===== src/rtl/dvfs_step_pkg.sv =====
package dvfs_step_pkg;

    typedef enum logic [2:0] {
        REQ_HOLD      = 3'd0,
        REQ_CLK_UP    = 3'd1,
        REQ_CLK_DOWN  = 3'd2,
        REQ_VDD_DOWN  = 3'd3,
        REQ_VDD_UP    = 3'd4
    } step_req_e;

    typedef enum logic [0:0] {
        ST_WAIT_VEC = 1'b0,
        ST_HOLD_REQ = 1'b1
    } ctl_state_e;

endpackage


===== src/rtl/tap_level.sv =====
module tap_level #(
    parameter int TAPS = 7,
    localparam int CW = $clog2(TAPS + 1)
) (
    input  logic [TAPS-1:0] taps,
    output logic [CW-1:0]   level,
    output logic            gap
);
    logic [TAPS-1:0] thermo;

    // Highest tripped tap wins; bit 0 is the most sensitive tap.
    always_comb begin
        level = '0;
        for (int i = 0; i < TAPS; i++) begin
            if (taps[i]) level = CW'(i + 1);
        end
    end

    // A contiguous pattern equals the thermometer code of its own level.
    always_comb begin
        for (int i = 0; i < TAPS; i++) begin
            thermo[i] = (i < int'(level));
        end
        gap = |(taps ^ thermo);
    end

endmodule


===== src/rtl/step_policy.sv =====
module step_policy
    import dvfs_step_pkg::*;
#(
    parameter int CW = 3
) (
    input  logic [CW-1:0] lvl_a,
    input  logic [CW-1:0] lvl_b,
    input  logic [CW-1:0] target,
    input  logic          power_goal,
    output logic [CW-1:0] worst,
    output step_req_e     code
);
    always_comb begin
        worst = (lvl_a > lvl_b) ? lvl_a : lvl_b;
        // Over-target is the timing-risk case and is tested first.
        if (worst > target) begin
            code = power_goal ? REQ_VDD_UP : REQ_CLK_DOWN;
        end else if (worst < target) begin
            code = power_goal ? REQ_VDD_DOWN : REQ_CLK_UP;
        end else begin
            code = REQ_HOLD;
        end
    end

endmodule


===== src/rtl/dvfs_step_decider.sv =====
module dvfs_step_decider
    import dvfs_step_pkg::*;
#(
    parameter int TAPS           = 7,
    parameter int DEFAULT_TARGET = 4,
    localparam int CW            = $clog2(TAPS + 1)
) (
    input  logic            clk,
    input  logic            rst_n,
    input  logic            vec_valid,
    output logic            vec_ready,
    input  logic [TAPS-1:0] nor_taps,
    input  logic [TAPS-1:0] nand_taps,
    input  logic            mode_power,
    input  logic            cal_load,
    input  logic [CW-1:0]   cal_target,
    output logic            req_valid,
    output logic [2:0]      req_code,
    input  logic            req_ack,
    output logic            tap_gap_err
);
    ctl_state_e      state_q, state_d;
    logic [CW-1:0]   target_q;
    logic [CW-1:0]   nor_lvl, nand_lvl, worst_lvl;
    logic            nor_gap, nand_gap;
    step_req_e       code_now;
    step_req_e       code_q;
    logic            err_q;
    logic            accept;

    tap_level #(.TAPS(TAPS)) u_nor_level (
        .taps (nor_taps),
        .level(nor_lvl),
        .gap  (nor_gap)
    );

    tap_level #(.TAPS(TAPS)) u_nand_level (
        .taps (nand_taps),
        .level(nand_lvl),
        .gap  (nand_gap)
    );

    step_policy #(.CW(CW)) u_policy (
        .lvl_a     (nor_lvl),
        .lvl_b     (nand_lvl),
        .target    (target_q),
        .power_goal(mode_power),
        .worst     (worst_lvl),
        .code      (code_now)
    );

    assign accept = vec_valid && (state_q == ST_WAIT_VEC);

    // Next-state logic.
    always_comb begin
        state_d = state_q;
        unique case (state_q)
            ST_WAIT_VEC: if (vec_valid) state_d = ST_HOLD_REQ;
            ST_HOLD_REQ: if (req_ack)   state_d = ST_WAIT_VEC;
            default:     state_d = ST_WAIT_VEC;
        endcase
    end

    // State register.
    always_ff @(posedge clk or negedge rst_n) begin
        if (!rst_n) state_q <= ST_WAIT_VEC;
        else        state_q <= state_d;
    end

    // Registered outputs, target count and sticky error.
    always_ff @(posedge clk or negedge rst_n) begin
        if (!rst_n) begin
            code_q   <= REQ_HOLD;
            err_q    <= 1'b0;
            target_q <= CW'(DEFAULT_TARGET);
        end else begin
            if (cal_load) target_q <= cal_target;
            if (accept) begin
                code_q <= code_now;
                if (nor_gap || nand_gap) err_q <= 1'b1;
            end
        end
    end

    assign vec_ready   = (state_q == ST_WAIT_VEC);
    assign req_valid   = (state_q == ST_HOLD_REQ);
    assign req_code    = code_q;
    assign tap_gap_err = err_q;

    a_r7_req_after_accept: assert property (@(posedge clk) disable iff (!rst_n)
        (vec_valid && vec_ready) |=> (req_valid && !vec_ready));

    a_r7_hold_until_ack: assert property (@(posedge clk) disable iff (!rst_n)
        (req_valid && !req_ack) |=> (req_valid && $stable(req_code)));

    a_r8_no_ready_pending: assert property (@(posedge clk) disable iff (!rst_n)
        req_valid |-> !vec_ready);

    a_r9_err_sticky: assert property (@(posedge clk) disable iff (!rst_n)
        tap_gap_err |=> tap_gap_err);

    a_r4_code_range: assert property (@(posedge clk) disable iff (!rst_n)
        req_valid |-> (req_code <= 3'd4));

endmodule


===== config.mk =====
export PLATFORM = sky130hd
export DESIGN_NAME = dvfs_step_decider
export DESIGN_NICKNAME = d
export VERILOG_FILES = /design/src/rtl/dvfs_step_pkg.sv /design/src/rtl/tap_level.sv /design/src/rtl/step_policy.sv /design/src/rtl/dvfs_step_decider.sv
export SDC_FILE = /design/constraint.sdc
export NUM_CORES = 1
export LEC_CHECK = 0
export BUFFER_PORTS_ARGS = -buffer_cell sky130_fd_sc_hd__buf_2
export CAP_MARGIN = 25
export CORE_AREA = 2 2 46 48
export CTS_BUF_LIST = sky130_fd_sc_hd__clkbuf_4
export DETAILED_ROUTE_END_ITERATION = 12
export DIE_AREA = 0 0 48 50
export GPL_ROUTABILITY_DRIVEN = 0
export PLACE_DENSITY_LB_ADDON = 0.15
export SYNTH_ARGS = -nofsm -noshare
export SYNTH_HDL_FRONTEND = slang
export SYNTH_HIERARCHICAL = 1
export SYNTH_SLANG_ARGS = --single-unit

===== constraint.sdc =====
create_clock -name clk -period 2.4 [get_ports clk]
set_input_delay 0.36 -clock clk [delete_from_list [all_inputs] [get_ports clk]]
set_output_delay 0.36 -clock clk [all_outputs]
set_load 0.03 [all_outputs]

* Word-level counts from Yosys, hierarchy flattened *
Index checks and enable logic that the tools add are counted.

word-level totals
  register bits after elaboration = 8
  input port bits = 23
  output and inout port bits = 6
  word-level logic and storage cells = 51

cells by class
  $lt $le $gt $ge = 17
  mux-type cells = 22
  bitwise operators = 3
  reduce and logical (&&, ||, !) cells = 5

operator list
  cell                                                       count
  two-way mux 3 bit                                          12
  less-than comparator 3 bit, first input constant           6
  OR reduction 7 bit                                         2
  bitwise XOR 7 bit                                          2
  less-than comparator 1 x 3 -> 1 bit, first input constant  4
  less-than comparator 2 x 3 -> 1 bit, first input constant  4
  two-way mux 2 bit                                          5
  > comparator 3 bit                                         2
  two-way mux 1 bit                                          4
  less-than comparator 3 bit                                 1
  case mux 1 bit (2 select lines)                            1
  AND reduction 2 bit                                        1
  logical AND 1 bit                                          1
  logical OR 1 bit                                           1
  inverter 1 bit                                             1

* Depth between registers and ports, before layout *
Gate-level depths: netlist of run 1.

  depth after elaboration = 12
  mapped depth = 13
  mapped depth without buffers = 13

* Hierarchy *
The synthesis of run 1 kept the hierarchy.

modules (own cells, without submodules)
  module             instances  cells each  area an instance (um^2)  sequential area each (um^2)
  dvfs_step_decider  1          20          320.3                    201.4
  step_policy        1          34          255.2                    0.0
  tap_level          2          14          76.3                     0.0

* Worst setup path after synthesis of run 1 *
Ideal clock, no wire load.

  kind = input to register
  start = input port nand_taps[1]
  end = register code_q[1], in the netlist req_code[1]
  setup time = 125 ps
  arrival = 2678 ps
  required time = 2275 ps
  path slack = -403 ps
  stages = 12
  buffers on the path = 0
  cells stage by stage = nor2_1 o31ai_1 inv_1 ha_1 nand2_1 o21ai_2 mux2_4 ha_1 nand2_1 o21ai_1 mux2_2 mux2_4

on the way
  cells in the longest elaborated chain, start to end = 11
  elaborated cells between the ends (all ways) = 12
  those cells by class = order compare (3); mux (9)

ends and longest elaborated chain
  what                                 RTL line                 text
  start, declared                      dvfs_step_decider.sv:13  input logic [TAPS-1:0] nand_taps,
  two-way mux 2 bit (*) (2 in series)  tap_level.sv:15          if (taps[i]) level = CW'(i + 1);
  two-way mux 3 bit (*) (4 in series)  tap_level.sv:15
  net nand_lvl[1]                      dvfs_step_decider.sv:24  logic [CW-1:0] nor_lvl, nand_lvl, worst_lvl;
  > comparator 3 bit (*)               step_policy.sv:14        worst = (lvl_a > lvl_b) ? lvl_a : lvl_b;
  two-way mux 3 bit (*)                step_policy.sv:14
  net worst_lvl[2]                     dvfs_step_decider.sv:24
  less-than comparator 3 bit           step_policy.sv:18        end else if (worst < target) begin
  two-way mux 3 bit                    step_policy.sv:18
  two-way mux 3 bit (*)                step_policy.sv:16        if (worst > target) begin
  net code_now[1]                      dvfs_step_decider.sv:26  step_req_e code_now;
  end signal, assigned                 dvfs_step_decider.sv:79  code_q <= code_now;
  end, declared                        dvfs_step_decider.sv:27  step_req_e code_q;

The timed path passes the listed nets; every way through them passes the cells marked *.
A chain may end at the register's enable or synchronous reset.

* Worst setup path in the final report of run 1 *
  start = input port nor_taps[6]
  end = register code_q[1], in the netlist req_code[1]

on the way
  cells in the longest elaborated chain, start to end = 6
  elaborated cells between the ends (all ways) = 7
  those cells by class = order compare (3); mux (4)

ends and longest elaborated chain
  what                        RTL line                 text
  start, declared             dvfs_step_decider.sv:12  input logic [TAPS-1:0] nor_taps,
  two-way mux 3 bit (*)       tap_level.sv:15
  net nor_lvl[1]              dvfs_step_decider.sv:24
  > comparator 3 bit (*)      step_policy.sv:14
  two-way mux 3 bit (*)       step_policy.sv:14
  net worst_lvl[2]            dvfs_step_decider.sv:24
  less-than comparator 3 bit  step_policy.sv:18
  two-way mux 3 bit           step_policy.sv:18
  two-way mux 3 bit (*)       step_policy.sv:16
  net code_now[1]             dvfs_step_decider.sv:26

Marked as above.

==> flow_metrics.py, run 1 <==
metrics = {
    "worst_setup_path": {
        "path_max_fanout": 3,
        "arrival_ns": 2.78,
        "crit_cells": 12,
        "crit_top_cell": "mux2_4",
        "crit_path_end_kind": "register",
        "critical_path_class": "in -> reg",
        "ff2ff_path_depth": 6,
        "critical_path_buf_inv_count": 1,
        "worst_ep_required_time_ns": 2.54,
        "path_delay_family": "multiplexers",
        "cp-start-kind": "input pin",
        "cp_cell_sequence": "buf_2, nor2_4, o31ai_4, ha_4, nand2_4, o21ai_4, mux2_4, ha_4, nand2_2, o21ai_2, mux2_4, mux2_4",
        "cp_slowest_stage_delay_ns": 0.34,
        "cp_slowest_cell": "mux2_4",
    },
    "floorplan": {
        "dieHeight_um": 50,
        "num_io_pins": 29,
        "start_util": 0.379,
        "row_count": 16,
        "core_area_um2": 1900,
        "die_w_um": 48,
        "die_area_um2": 2400,
    },
    "drt": {
        "first_pass_iters": 4,
        "wl_mm": 2.39,
        "drc": 0,
        "highest_layer": "met4",
        "drt-met1-wl_um": 929,
        "met2WireLength_mm": 1.27,
        "route.met3.wl_um": 92,
        "viasPerCell": 5.01,
        "dr_total_vias": 846,
        "drt-initial-drc-count": 11,
        "routedWlPerCell_um": 14.1,
        "antenna_left": 0,
    },
    "power": {
        "peakVddDrop_mv": 0.591,
        "p_leak_nw": 0.674,
        "seqPwrFrac": 0.246,
        "power.density_nw_per_um2": 503,
        "p_int_w": 0.000461,
        "pwr-share-comb": 0.586,
        "power.share.switching": 0.365,
        "p_total_w": 0.000726,
        "power.switching_w": 0.000265,
        "power_frac_clock": 0.168,
    },
    "run_status": {
        "violations": "setup timing",
        "status": "finished with violations",
    },
    "clock_tree": {
        "htreeDepth": 1,
        "cts_buffers": 3,
        "cts_tree": "done",
        "root_buffer": "clkbuf_4",
        "path_clk_slew_ns": 0.06,
        "clockBufferDepth": 2,
        "insertion_delay_ns": 0.25,
        "clock_sinks": 8,
    },
    "final_layout": {
        "final_cells": 169,
        "multi_input_area_um2": 722,
        "final_util": 0.759,
        "mostFrequentLayoutCells": "27 x buf_4, 21 x buf_2, 7 x dfrtp_1",
        "syn2layout_area_growth_pct": 100,
        "fillers": 133,
        "drive_above_1_share": 0.768,
        "layout_commonest_cell": "buf_4",
        "regArea_um2": 201,
        "n_antenna_cell": 0,
        "final_nets": 172,
    },
    "worst_hold_path": {
        "holdPathStages": 2,
        "min_path_type": "in -> reg",
    },
    "global_routing": {
        "grt_max_degree": 9,
        "grt_pass1_vias": 863,
        "grt_pass1_wl_mm": 3.44,
        "antenna_found_initial": 0,
        "grt-ovfl-total": 0,
        "grt_use_total": 0.195,
    },
    "logic_synthesis": {
        "syn_area_per_cell_um2": 8.90,
        "syn_nets": 110,
        "syn_area_um2": 721,
        "syn_inst": 81,
        "ys_warn_count": 6,
    },
    "timing": {
        "drv_slew": 0,
        "hold_viol_final": 0,
        "tns_ns": -0.579,
        "fin_crit_sh": 1.10,
        "tightest_slew_ns": 0.245,
        "final-setup-viol-count": 3,
        "hold_ws_ns": 0.288,
        "skew_ns": 0.00922,
        "max_freq_ghz": 0.379,
        "relSlewSlack": 0.837,
        "rsz0062_at_grt": "true",
        "fin_crit_ns": 2.64,
        "fin_ws_ns": -0.238,
    },
    "placed_design": {
        "dpl.cell_count": 150,
        "dp_hpwl_mm": 1.47,
        "io_buffers": 28,
    },
    "job": {
        "maxCapViolCount": 0,
    },
}
## what timing repair did
item / in CTS / in global routing
setup buffers: 9 / 6
setup endpoints to repair: 3 / 3
pin swaps: 15 / 22
resized for setup: 30 / 25
endpoints found under the hold margin: 7 / 0
hold buffers: 1 / 0
## metal layers
metal,global-route usage,up-vias
met1,0.211,390
met4,0.0631,0
met2,0.349,27
met3,0.0476,11
met5,0,-
li1,-,418
## area by class of cell
type,instances,area share
timing repair buffer,57,0.288
sequential,8,0.140
clock buffer,4,0.0208
multi-input combinational,62,0.500
tap,27,0.0234
inverter,11,0.0286
## sequential cells by signal (all words and copies together) (netlist names)
name	cells
target_q	3
req_valid	1
tap_gap_err	1
req_code	3
## worst reg2reg max path: stages (launching register included)
cell     delay (ns)
dfstp_2        0.52
inv_1          0.06
ha_4           0.28
nand2_2        0.05
o21ai_2        0.18
mux2_4         0.31
mux2_4         0.26
## power groups by stage
| stage | clock, W | combinational (W) | sequential, W |
|---|---|---|---|
| 2_1_floorplan | 0 | 0.000161 | 0.000222 |
| 3_3_place_gp | 0 | 0.000310 | 0.000179 |
| 3_5_place_dp | 0 | 0.000317 | 0.000181 |
| 4_1_cts | 0.000126 | 0.000380 | 0.000179 |
| 5_1_grt | 0.000136 | 0.000452 | 0.000184 |
| 6_report | 0.000122 | 0.000426 | 0.000178 |
## through the flow
step | instance area [um2] | setup slack (ns)
after detailed placement | 1080 | -0.588
after global routing | 1440 | -0.267
after global placement | 1080 | -0.536
after CTS | 1300 | -0.166
final | 1440 | -0.238
after floorplan | 801 | -0.286
## worst paths after layout
| path | slack, ns | endpoint | startpoint |
|---|---|---|---|
| min in group asynchronous | 0.47 | req_code[2]$_DFFE_PN0P_ | rst_n |
| hold reg to reg | 0.48 | tap_gap_err$_DFFE_PN0P_ | tap_gap_err$_DFFE_PN0P_ |
| hold / removal | 0.29 | req_valid$_DFF_PN0_ | req_ack |
| setup / recovery | -0.24 | req_code[1]$_DFFE_PN0P_ | nor_taps[6] |
| max in group asynchronous | 1.68 | target_q[2]$_DFFE_PN1P_ | rst_n |
| setup reg to reg | 0.63 | req_code[1]$_DFFE_PN0P_ | target_q[2]$_DFFE_PN1P_ |
(Power assumes the default switching activity.)
==> inputs of run 2 (changes only) <==
CORE_AREA = 2 2 42 52   (was 2 2 46 48)
DIE_AREA = 0 0 44 54   (was 0 0 48 50)
==> flow_metrics.py, run 2 (synthesis results as in run 1) <==
metrics = {
    "run_status": {
        "status": "finished with violations",
        "violations": "setup timing",
    },
    "global_routing": {
        "antenna_found_initial": 0,
        "grt_use_total": 0.188,
        "grt_pass1_vias": 787,
        "grt_pass1_wl_mm": 3.27,
        "grt-ovfl-total": 0,
        "grt_max_degree": 9,
    },
    "timing": {
        "hold_viol_final": 0,
        "tightest_slew_ns": 0.320,
        "relSlewSlack": 0.783,
        "max_freq_ghz": 0.387,
        "fin_ws_ns": -0.183,
        "fin_crit_sh": 1.08,
        "rsz0062_at_grt": "true",
        "final-setup-viol-count": 3,
        "skew_ns": 0.0105,
        "fin_crit_ns": 2.58,
        "tns_ns": -0.358,
        "drv_slew": 0,
    },
    "power": {
        "peakVddDrop_mv": 0.434,
        "p_total_w": 0.000683,
        "power.density_nw_per_um2": 521,
        "p_leak_nw": 0.624,
    },
    "worst_setup_path": {
        "critical_path_class": "in -> reg",
        "worst_ep_required_time_ns": 2.54,
        "crit_path_end_kind": "register",
        "arrival_ns": 2.72,
        "path_max_fanout": 4,
        "cp-start-kind": "input pin",
    },
    "final_layout": {
        "n_antenna_cell": 0,
        "reg.largest.list": "req_code: 3 flops, target_q: 3 flops",
        "drive_above_1_share": 0.701,
        "final_cells": 157,
        "final_nets": 167,
        "layout_commonest_cell": "buf_4",
        "fin_area_um2": 1310,
        "final_util": 0.678,
        "mostFrequentLayoutCells": "24 x buf_4, 23 x buf_2, 7 x inv_1, 7 x dfrtp_1",
        "syn2layout_area_growth_pct": 82.1,
    },
    "clock_tree": {
        "path_clk_slew_ns": 0.06,
        "clockBufferDepth": 2,
        "cts_tree": "done",
        "root_buffer": "clkbuf_4",
        "insertion_delay_ns": 0.25,
        "htreeDepth": 1,
        "cts_buffers": 3,
        "clock_sinks": 8,
    },
    "drt": {
        "wl_mm": 2.11,
        "viasPerCell": 5.09,
        "routedWlPerCell_um": 13.5,
        "antenna_left": 0,
        "dr_total_vias": 799,
        "drt-initial-drc-count": 8,
        "first_pass_iters": 3,
        "drc": 0,
    },
    "floorplan": {
        "die_w_um": 44,
        "dieHeight_um": 54,
        "start_util": 0.372,
        "core_area_um2": 1940,
        "row_count": 18,
        "die_area_um2": 2380,
        "num_io_pins": 29,
    },
    "worst_hold_path": {
        "min_path_type": "in -> reg",
    },
    "placed_design": {
        "dpl.cell_count": 142,
        "dp_hpwl_mm": 1.53,
        "placed_area_um2": 1060,
        "io_buffers": 28,
    },
    "job": {
        "maxCapViolCount": 0,
    },
}
run 2: area by class of cell:
class | instances | area, um2
Timing Repair Buffer | 52 | 358
Tap cell | 20 | 25.0
Inverter | 11 | 41.3
Fill cell | 167 | 624
Sequential cell | 8 | 201
Clock buffer | 4 | 30.0
Multi-Input combinational cell | 62 | 657
run 2: routing by layer:
metal  up-vias  track usage  wire length [um]
met4         0       0.0707                24
met5         -            0                 0
met3         4       0.0134                38
met2        14        0.373              1200
li1        406            -                 -
met1       375        0.203               854
run 2: path summary, 6_finish.rpt:
kind                                          from                       to  slack (ns)  cells after the start
min in group asynchronous                    rst_n  req_code[0]$_DFFE_PN0P_        0.47                      2
hold / removal                             req_ack      req_valid$_DFF_PN0_        0.29                      2
max in group asynchronous                    rst_n  target_q[2]$_DFFE_PN1P_        1.68                      2
hold reg to reg            tap_gap_err$_DFFE_PN0P_  tap_gap_err$_DFFE_PN0P_        0.50                      1
setup reg to reg           target_q[2]$_DFFE_PN1P_  req_code[1]$_DFFE_PN0P_        0.66                      6
setup / recovery                      nand_taps[4]  req_code[1]$_DFFE_PN0P_       -0.18                     12
run 2: stage by stage:
step	setup slack [ns]	hold WS [ns]
6_report	-0.183	0.292
2_1_floorplan	-0.286	0.0644
5_1_grt	-0.237	0.326
4_1_cts	-0.133	0.290
3_5_place_dp	-0.583	0.214
3_3_place_gp	-0.542	0.212
run 2: timing repair:
item                                   4_1_cts  5_1_grt
endpoints found under the hold margin        7        0
pin swaps                                   12        2
hold buffers                                 1        0
buffers inserted                             9        1
setup endpoints to repair                    3        3
resized for setup                           27        7
run 2: report_power, final:
part,switching (W),total (W),internal [W],leakage [nW]
logic,0.000185,0.000384,0.000199,0.514
registers,0.0000169,0.000180,0.000163,0.0916
clock network,0.0000446,0.000119,0.0000748,0.0184
total,0.000247,0.000683,0.000436,0.624
run 2: critical path, cell delays in order:
cell and delay, ns:
buf_8 0.10, o31ai_4 0.27, inv_2 0.07, ha_4 0.30, nand2_4 0.06, o21ai_4 0.14, mux2_4 0.34, ha_4 0.29
nand2_2 0.06, o21ai_2 0.15, mux2_4 0.31, mux2_4 0.25
